`src/rtl/sdram_cap_pkg.sv`:
```
package sdram_cap_pkg;

    typedef enum logic [1:0] {
        CMD_NOP = 2'b00,
        CMD_RD  = 2'b01,
        CMD_WR  = 2'b10
    } cmd_e;

    typedef enum logic [2:0] {
        BK_IDLE,
        BK_OPEN,
        BK_READ,
        BK_WRITE,
        BK_PRECH
    } bank_st_e;

    typedef enum logic [1:0] {
        PH_RUN,
        PH_MASK_A,
        PH_MASK_B
    } phase_e;

endpackage

```
`src/rtl/cap_bank_ctl.sv`:
```
module cap_bank_ctl
    import sdram_cap_pkg::*;
#(
    parameter int BURST_LEN = 4,
    parameter int T_RP      = 3
) (
    input  logic clk,
    input  logic rst_n,
    input  logic issue,
    input  logic issue_wr,
    input  logic issue_ap,
    input  logic other_issue,
    output logic busy,
    output logic bursting
);
    localparam int MAXC  = (BURST_LEN > T_RP) ? BURST_LEN : T_RP;
    localparam int CNT_W = $clog2(MAXC + 1);

    bank_st_e         st, st_nx;
    logic [CNT_W-1:0] cnt, cnt_nx;
    logic             ap_q, ap_nx;

    always_ff @(posedge clk) begin
        if (!rst_n) begin
            st   <= BK_IDLE;
            cnt  <= '0;
            ap_q <= 1'b0;
        end else begin
            st   <= st_nx;
            cnt  <= cnt_nx;
            ap_q <= ap_nx;
        end
    end

    always_comb begin
        st_nx  = st;
        cnt_nx = cnt;
        ap_nx  = ap_q;
        unique case (st)
            BK_IDLE, BK_OPEN: begin
                if (issue) begin
                    st_nx  = issue_wr ? BK_WRITE : BK_READ;
                    cnt_nx = CNT_W'(BURST_LEN - 1);
                    ap_nx  = issue_ap;
                end
            end
            BK_READ, BK_WRITE: begin
                if (other_issue || cnt == '0) begin
                    if (ap_q) begin
                        st_nx  = BK_PRECH;
                        cnt_nx = CNT_W'(T_RP - 1);
                    end else begin
                        st_nx = BK_OPEN;
                    end
                end else begin
                    cnt_nx = cnt - CNT_W'(1);
                end
            end
            BK_PRECH: begin
                if (cnt == '0) st_nx = BK_IDLE;
                else           cnt_nx = cnt - CNT_W'(1);
            end
            default: st_nx = BK_IDLE;
        endcase
    end

    always_comb begin
        bursting = (st == BK_READ) || (st == BK_WRITE);
        busy     = bursting || (st == BK_PRECH);
    end

    assert_issue_free_R5: assert property (@(posedge clk) disable iff (!rst_n)
        issue |-> !busy);

    assert_intr_prech_R7: assert property (@(posedge clk) disable iff (!rst_n)
        (bursting && other_issue && ap_q) |=> (st == BK_PRECH));

    assert_prech_end_R6: assert property (@(posedge clk) disable iff (!rst_n)
        (st == BK_PRECH && cnt == '0) |=> (st == BK_IDLE));

endmodule

```
`src/rtl/cap_read_track.sv`:
```
module cap_read_track #(
    parameter int BANK_W    = 2,
    parameter int CAS_LAT   = 3,
    parameter int BURST_LEN = 4
) (
    input  logic              clk,
    input  logic              rst_n,
    input  logic              launch,
    input  logic [BANK_W-1:0] launch_bank,
    input  logic              flush,
    output logic              rd_valid,
    output logic [BANK_W-1:0] rd_bank,
    output logic              pending
);
    localparam int BT_W = $clog2(BURST_LEN + 1);

    logic [CAS_LAT-1:0] pv;
    logic [BANK_W-1:0]  pb [CAS_LAT];
    logic [BT_W-1:0]    beats;
    logic [BANK_W-1:0]  beat_bank;

    always_ff @(posedge clk) begin
        if (!rst_n || flush) begin
            pv        <= '0;
            beats     <= '0;
            beat_bank <= '0;
            for (int k = 0; k < CAS_LAT; k++) pb[k] <= '0;
        end else begin
            pv[0] <= launch;
            pb[0] <= launch_bank;
            for (int k = 1; k < CAS_LAT; k++) begin
                pv[k] <= pv[k-1];
                pb[k] <= pb[k-1];
            end
            if (pv[CAS_LAT-1]) begin
                beats     <= BT_W'(BURST_LEN);
                beat_bank <= pb[CAS_LAT-1];
            end else if (beats != '0) begin
                beats <= beats - BT_W'(1);
            end
        end
    end

    always_comb begin
        rd_valid = (beats != '0);
        rd_bank  = beat_bank;
        pending  = (|pv) || rd_valid;
    end

    assert_flush_drains_R9: assert property (@(posedge clk) disable iff (!rst_n)
        flush |=> !pending);

endmodule

```
`src/rtl/sdram_cap_sched.sv`:
```
module sdram_cap_sched
    import sdram_cap_pkg::*;
#(
    parameter int NUM_BANKS = 4,
    parameter int COL_W     = 10,
    parameter int CAS_LAT   = 3,
    parameter int BURST_LEN = 4,
    parameter int T_RP      = 3,
    localparam int BANK_W   = (NUM_BANKS > 1) ? $clog2(NUM_BANKS) : 1
) (
    input  logic              clk,
    input  logic              rst_n,
    input  logic              req_valid,
    input  logic [BANK_W-1:0] req_bank,
    input  logic [COL_W-1:0]  req_col,
    input  logic              req_write,
    input  logic              req_ap,
    output logic              req_ready,
    output logic [1:0]        cmd_code,
    output logic [BANK_W-1:0] cmd_bank,
    output logic [COL_W-1:0]  cmd_col,
    output logic              cmd_ap,
    output logic              dqm,
    output logic              rd_valid,
    output logic [BANK_W-1:0] rd_bank
);
    phase_e                 phase, phase_nx;
    logic                   accept, legal, rd_pend;
    logic [NUM_BANKS-1:0]   bank_busy, bank_burst, issue_vec, other_vec;

    // bank targeting
    always_comb begin
        accept = req_valid && req_ready;
        for (int b = 0; b < NUM_BANKS; b++) begin
            issue_vec[b] = accept && (req_bank == BANK_W'(b));
            other_vec[b] = accept && (req_bank != BANK_W'(b));
        end
        legal = !bank_busy[req_bank];
    end

    for (genvar g = 0; g < NUM_BANKS; g++) begin : g_bank
        cap_bank_ctl #(
            .BURST_LEN (BURST_LEN),
            .T_RP      (T_RP)
        ) u_bank (
            .clk         (clk),
            .rst_n       (rst_n),
            .issue       (issue_vec[g]),
            .issue_wr    (req_write),
            .issue_ap    (req_ap),
            .other_issue (other_vec[g]),
            .busy        (bank_busy[g]),
            .bursting    (bank_burst[g])
        );
    end

    cap_read_track #(
        .BANK_W    (BANK_W),
        .CAS_LAT   (CAS_LAT),
        .BURST_LEN (BURST_LEN)
    ) u_rdtrk (
        .clk         (clk),
        .rst_n       (rst_n),
        .launch      (accept && !req_write),
        .launch_bank (req_bank),
        .flush       (accept && req_write),
        .rd_valid    (rd_valid),
        .rd_bank     (rd_bank),
        .pending     (rd_pend)
    );

    // phase register
    always_ff @(posedge clk) begin
        if (!rst_n) phase <= PH_RUN;
        else        phase <= phase_nx;
    end

    always_comb begin
        phase_nx  = phase;
        req_ready = 1'b0;
        unique case (phase)
            PH_RUN: begin
                req_ready = legal && !(req_write && rd_pend);
                if (req_valid && req_write && rd_pend && legal) phase_nx = PH_MASK_A;
            end
            PH_MASK_A: phase_nx = PH_MASK_B;
            PH_MASK_B: begin
                req_ready = legal;
                phase_nx  = PH_RUN;
            end
            default: phase_nx = PH_RUN;
        endcase
    end

    // registered outputs
    always_ff @(posedge clk) begin
        if (!rst_n) begin
            cmd_code <= CMD_NOP;
            cmd_bank <= '0;
            cmd_col  <= '0;
            cmd_ap   <= 1'b0;
            dqm      <= 1'b0;
        end else begin
            dqm <= (phase_nx == PH_MASK_A) || (phase_nx == PH_MASK_B);
            if (accept) begin
                cmd_code <= req_write ? CMD_WR : CMD_RD;
                cmd_bank <= req_bank;
                cmd_col  <= req_col;
                cmd_ap   <= req_ap;
            end else begin
                cmd_code <= CMD_NOP;
                cmd_bank <= '0;
                cmd_col  <= '0;
                cmd_ap   <= 1'b0;
            end
        end
    end

    assert_single_burst_R4: assert property (@(posedge clk) disable iff (!rst_n)
        $onehot0(bank_burst));

    assert_guard_dqm_R8: assert property (@(posedge clk) disable iff (!rst_n)
        (phase == PH_MASK_B && accept) |=> (cmd_code == CMD_WR && !dqm && $past(dqm, 2)));

    assert_write_silences_R9: assert property (@(posedge clk) disable iff (!rst_n)
        (cmd_code == CMD_WR) |-> !rd_valid);

endmodule

```
`config.mk`:
```
export PLATFORM = sky130hd
export DESIGN_NAME = sdram_cap_sched
export DESIGN_NICKNAME = d
export VERILOG_FILES = /design/src/rtl/sdram_cap_pkg.sv /design/src/rtl/cap_bank_ctl.sv /design/src/rtl/cap_read_track.sv /design/src/rtl/sdram_cap_sched.sv
export SDC_FILE = /design/constraint.sdc
export NUM_CORES = 1
export LEC_CHECK = 0
export BUFFER_PORTS_ARGS = -buffer_cell sky130_fd_sc_hd__buf_2
export CAP_MARGIN = 40
export CELL_PAD_IN_SITES_DETAIL_PLACEMENT = 0
export CELL_PAD_IN_SITES_GLOBAL_PLACEMENT = 1
export CORE_AREA = 2 2 105 107
export DETAILED_ROUTE_END_ITERATION = 7
export DIE_AREA = 0 0 107 109
export HOLD_SLACK_MARGIN = 0.06
export PLACE_DENSITY = 0.63
export SLEW_MARGIN = 20
export SYNTH_ARGS = -nofsm -noshare
export SYNTH_HDL_FRONTEND = slang
export SYNTH_HIERARCHICAL = 1
export SYNTH_SLANG_ARGS = --single-unit
export TNS_END_PERCENT = 100
```
`constraint.sdc`:
```
create_clock -name clk -period 4.9 [get_ports clk]
set_clock_uncertainty 0.15 [all_clocks]
set_input_delay 0 -clock clk [delete_from_list [all_inputs] [get_ports clk]]
set_output_delay 0 -clock clk [all_outputs]
set_load 0.005 [all_outputs]
```
==> results.yml <==
routing:
  vias_per_cell: 4.62
  ant_nets: 0
  first_iter_violations: 116
  wire_per_inst_um: 12.5
  routed_wl_um: 6720
  drc: 0
  drt_first_pass_iters: 4
  route.vias.total: 2483
global_route:
  grt_pass1_wl_um: 11300
  antenna_found_initial: 0
  grt_pass1_vias: 2385
  grt_max_degree: 29
  grt_overflow: 0
  track_usage_pct: 12.5
synthesis:
  syn_inst: 325
  synthMuxAreaShare_pct: 4.06
  synth_top_area_share_pct: 39.0
  synth_top_family_by_area: "simple AND/OR/NAND/NOR gates"
  postSynthRegisterBits: 60
  synth_area_um2: 3080
  synth_adder_area_share_pct: 4.47
  synth_compound_area_share_pct: 17.6
  synth_cell_types: 44
  async_flop_share_pct: 0
  synth_xor_area_share_pct: 0.284
  synth_edf_count: 0
  yosysWarnings: 6
  synthTopCellsByArea: "dfxtp_1 (39%), nor3_2 (4.9%), ha_1 (4.5%)"
  avgSynthCellArea_um2: 9.47
  synth.largest_area_cell: "dfxtp_1"
  yosys.area_share.simple_pct: 29.9
  yosysSeqAreaShare_pct: 39.0
  synth_ff_type: "dfxtp_1"
  syn_nets: 353
clocking:
  path_clk_slew_ps: 70
  ctsResizeCount: 0
  cts.htree.levels: 3
  tritoncts: "built"
  insertion_delay_ps: 360
  numCtsBuffers: 9
  clockBufferDepth: 2
  cts_root_buffer: "clkbuf_8"
  clock_sinks: 60
die:
  coreArea_um2: 10600
  die_w_um: 107
  die_h_um: 109
  initial_core_util_pct: 29.0
  io_pins: 37
  rows: 38
  die-area_um2: 11700
place:
  port_buffers: 36
  preCtsSetupSlack_ps: 1630
  gp_congestion: 0.790
  hpwl_um: 4510
finish:
  regArea_um2: 1200
  drive_gt1_share_pct: 22.9
  fillerInstances: 1055
  areaGrowthSynthToFinish_pct: 25.8
  diodes: 0
  layout_commonest_cell: "dfxtp_1"
  multiInputGateArea_um2: 1730
  nets: 420
  layout_common_cells: "dfxtp_1 (60), buf_2 (36), nand2_1 (33)"
worst_hold_path:
  min-delay-start: "u_rdtrk/pb[1][1]"
  hold_class: "reg -> reg"
worst_setup_path:
  cp.required_ps: 5020
  r2r_slack_ps: 1640
  cp-start-kind: "flip-flop"
  endpoint: "g_bank[1].u_bank/cnt[1]"
  cp-end-kind: "flip-flop"
  startpoint: "u_rdtrk/beats[0]"
  path_max_fanout: 22
  reg2regPathDepth: 12
  reg2reg_to: "g_bank[1].u_bank/cnt[1]"
  worstReg2RegStart: "u_rdtrk/beats[0]"
  crit_type: "reg -> reg"
  crit_arrival_ps: 3380
timing:
  timing.fmax_mhz: 306
  period_needed_ps: 3260
  worst_pin_slew_ps: 833
  finalHoldViolations: 0
  finalWorstSetupSlack_ps: 1640
  finalSetupViolCount: 0
  fin_crit_sh_pct: 66.6
  rsz0062_at_grt: "false"
  maxSlewHeadroom_pct: 44.5
  maxSlewViolCount: 0
  final.setup.tns_ps: 0
status:
  status: "finished clean"
power_and_ir_drop:
  ir_drop_v: 0.000146
  p_per_area_nw_per_um2: 332
  power_leakage_nw: 1.54
flow_run:
  max_cap_violations: 0
[final cells by class]
cell class	instances	share of cell area, %
flip-flops and latches	60	31.0
multi-input cells	234	44.7
clock buffers	11	3.65
repair buffers	63	11.6
clock inverters	5	2.20
inverters	24	2.33
well taps	140	4.52
[state kept, by name, indices dropped and copies added, names as in the netlist]
signal,cells
cmd_ap,1
u_rdtrk/rd_bank,2
u_rdtrk/beats,3
cmd_bank,2
cmd_col,10
cmd_code,2
g_bank.u_bank/ap_q,4
g_bank.u_bank/st,12
g_bank.u_bank/cnt,12
dqm,1
phase,2
u_rdtrk/pb,6
u_rdtrk/pv,3
[cells in the mapped netlist, drive strengths merged (2+ instances only)]
| cell type | n |
|---|---|
| a211oi | 2 |
| a21oi | 25 |
| a22oi | 5 |
| a311oi | 4 |
| a31oi | 4 |
| and2 | 9 |
| and2b | 8 |
| and3b | 2 |
| buf | 6 |
| dfxtp | 60 |
| ha | 11 |
| inv | 24 |
| mux2i | 10 |
| nand2 | 33 |
| nand2b | 13 |
| nand4b | 5 |
| nor2 | 21 |
| nor2b | 10 |
| nor3 | 23 |
| nor3b | 7 |
| o2111a | 4 |
| o211a | 4 |
| o211ai | 4 |
| o21ai | 4 |
| o21bai | 5 |
| o2bb2ai | 4 |
| o32ai | 4 |
| or2 | 4 |
| or2b | 4 |
[where the power goes]
group / internal (W) / leakage, nW / switching [W]
registers: 0.000516 / 0.487 / 0.0000144
clock network: 0.000302 / 0.110 / 0.000208
logic: 0.000109 / 0.945 / 0.000135
[worst min-delay path by stage]
stage / endpoint / slack [ps] / depth (start not counted)
global route: u_rdtrk/pb[2][1] / 270 / 1
floorplan: cmd_code[0] / -80 / 1
finish: u_rdtrk/pb[2][1] / 270 / 1
detailed placement: cmd_col[9] / 100 / 3
CTS: u_rdtrk/pb[2][1] / 270 / 1
global placement: cmd_col[2] / 100 / 3
[cells by family after synthesis]
| kind of cell | count (synthesis) |
|---|---|
| xor gates and xnor gates | 1 |
| DFF | 60 |
| adders and majority gates | 11 |
| and+or+nand+nor | 142 |
| muxes | 10 |
| buffers and inverters | 31 |
| AOI/OAI and AO/OA | 70 |
[stage by stage]
| step | area, um^2 | hold WS, ps | instances | total power, W | util [%] |
|---|---|---|---|---|---|
| global placement | 3390 | 104 | 495 | 0.000769 | 31.9 |
| finish | 3870 | 273 | 537 | 0.00128 | 36.5 |
| CTS | 3870 | 273 | 537 | 0.00131 | 36.5 |
| global route | 3870 | 274 | 537 | 0.00136 | 36.5 |
| detailed placement | 3390 | 98.0 | 495 | 0.000770 | 31.9 |
| floorplan | 3080 | -80.3 | 325 | 0.000712 | - |
[critical path: stages (launching register included)]
cell and delay, ps:
dfxtp_1 320, inv_1 50, ha_1 160, ha_1 260
inv_2 70, or4_1 490, and3b_1 180, buf_4 220
a211oi_2 310, and2b_1 260, a31oi_1 360, nor2b_1 80
a311oi_1 250
[routing by layer]
layer  GRT usage (%)  share of wire [%]  up-vias
met5               0                  0        -
met2            20.0                 45       45
met3            3.47                3.9       11
met1            15.2                 49     1146
met4            6.68                2.4        0
li1                -                  -     1281
[timing repair]
item | 4_1_cts | 5_1_grt
buffers inserted | 0 | 0
hold endpoints to repair | 33 | 0
hold buffers | 26 | 0
No activity file was read; power rests on OpenSTA's default activity.
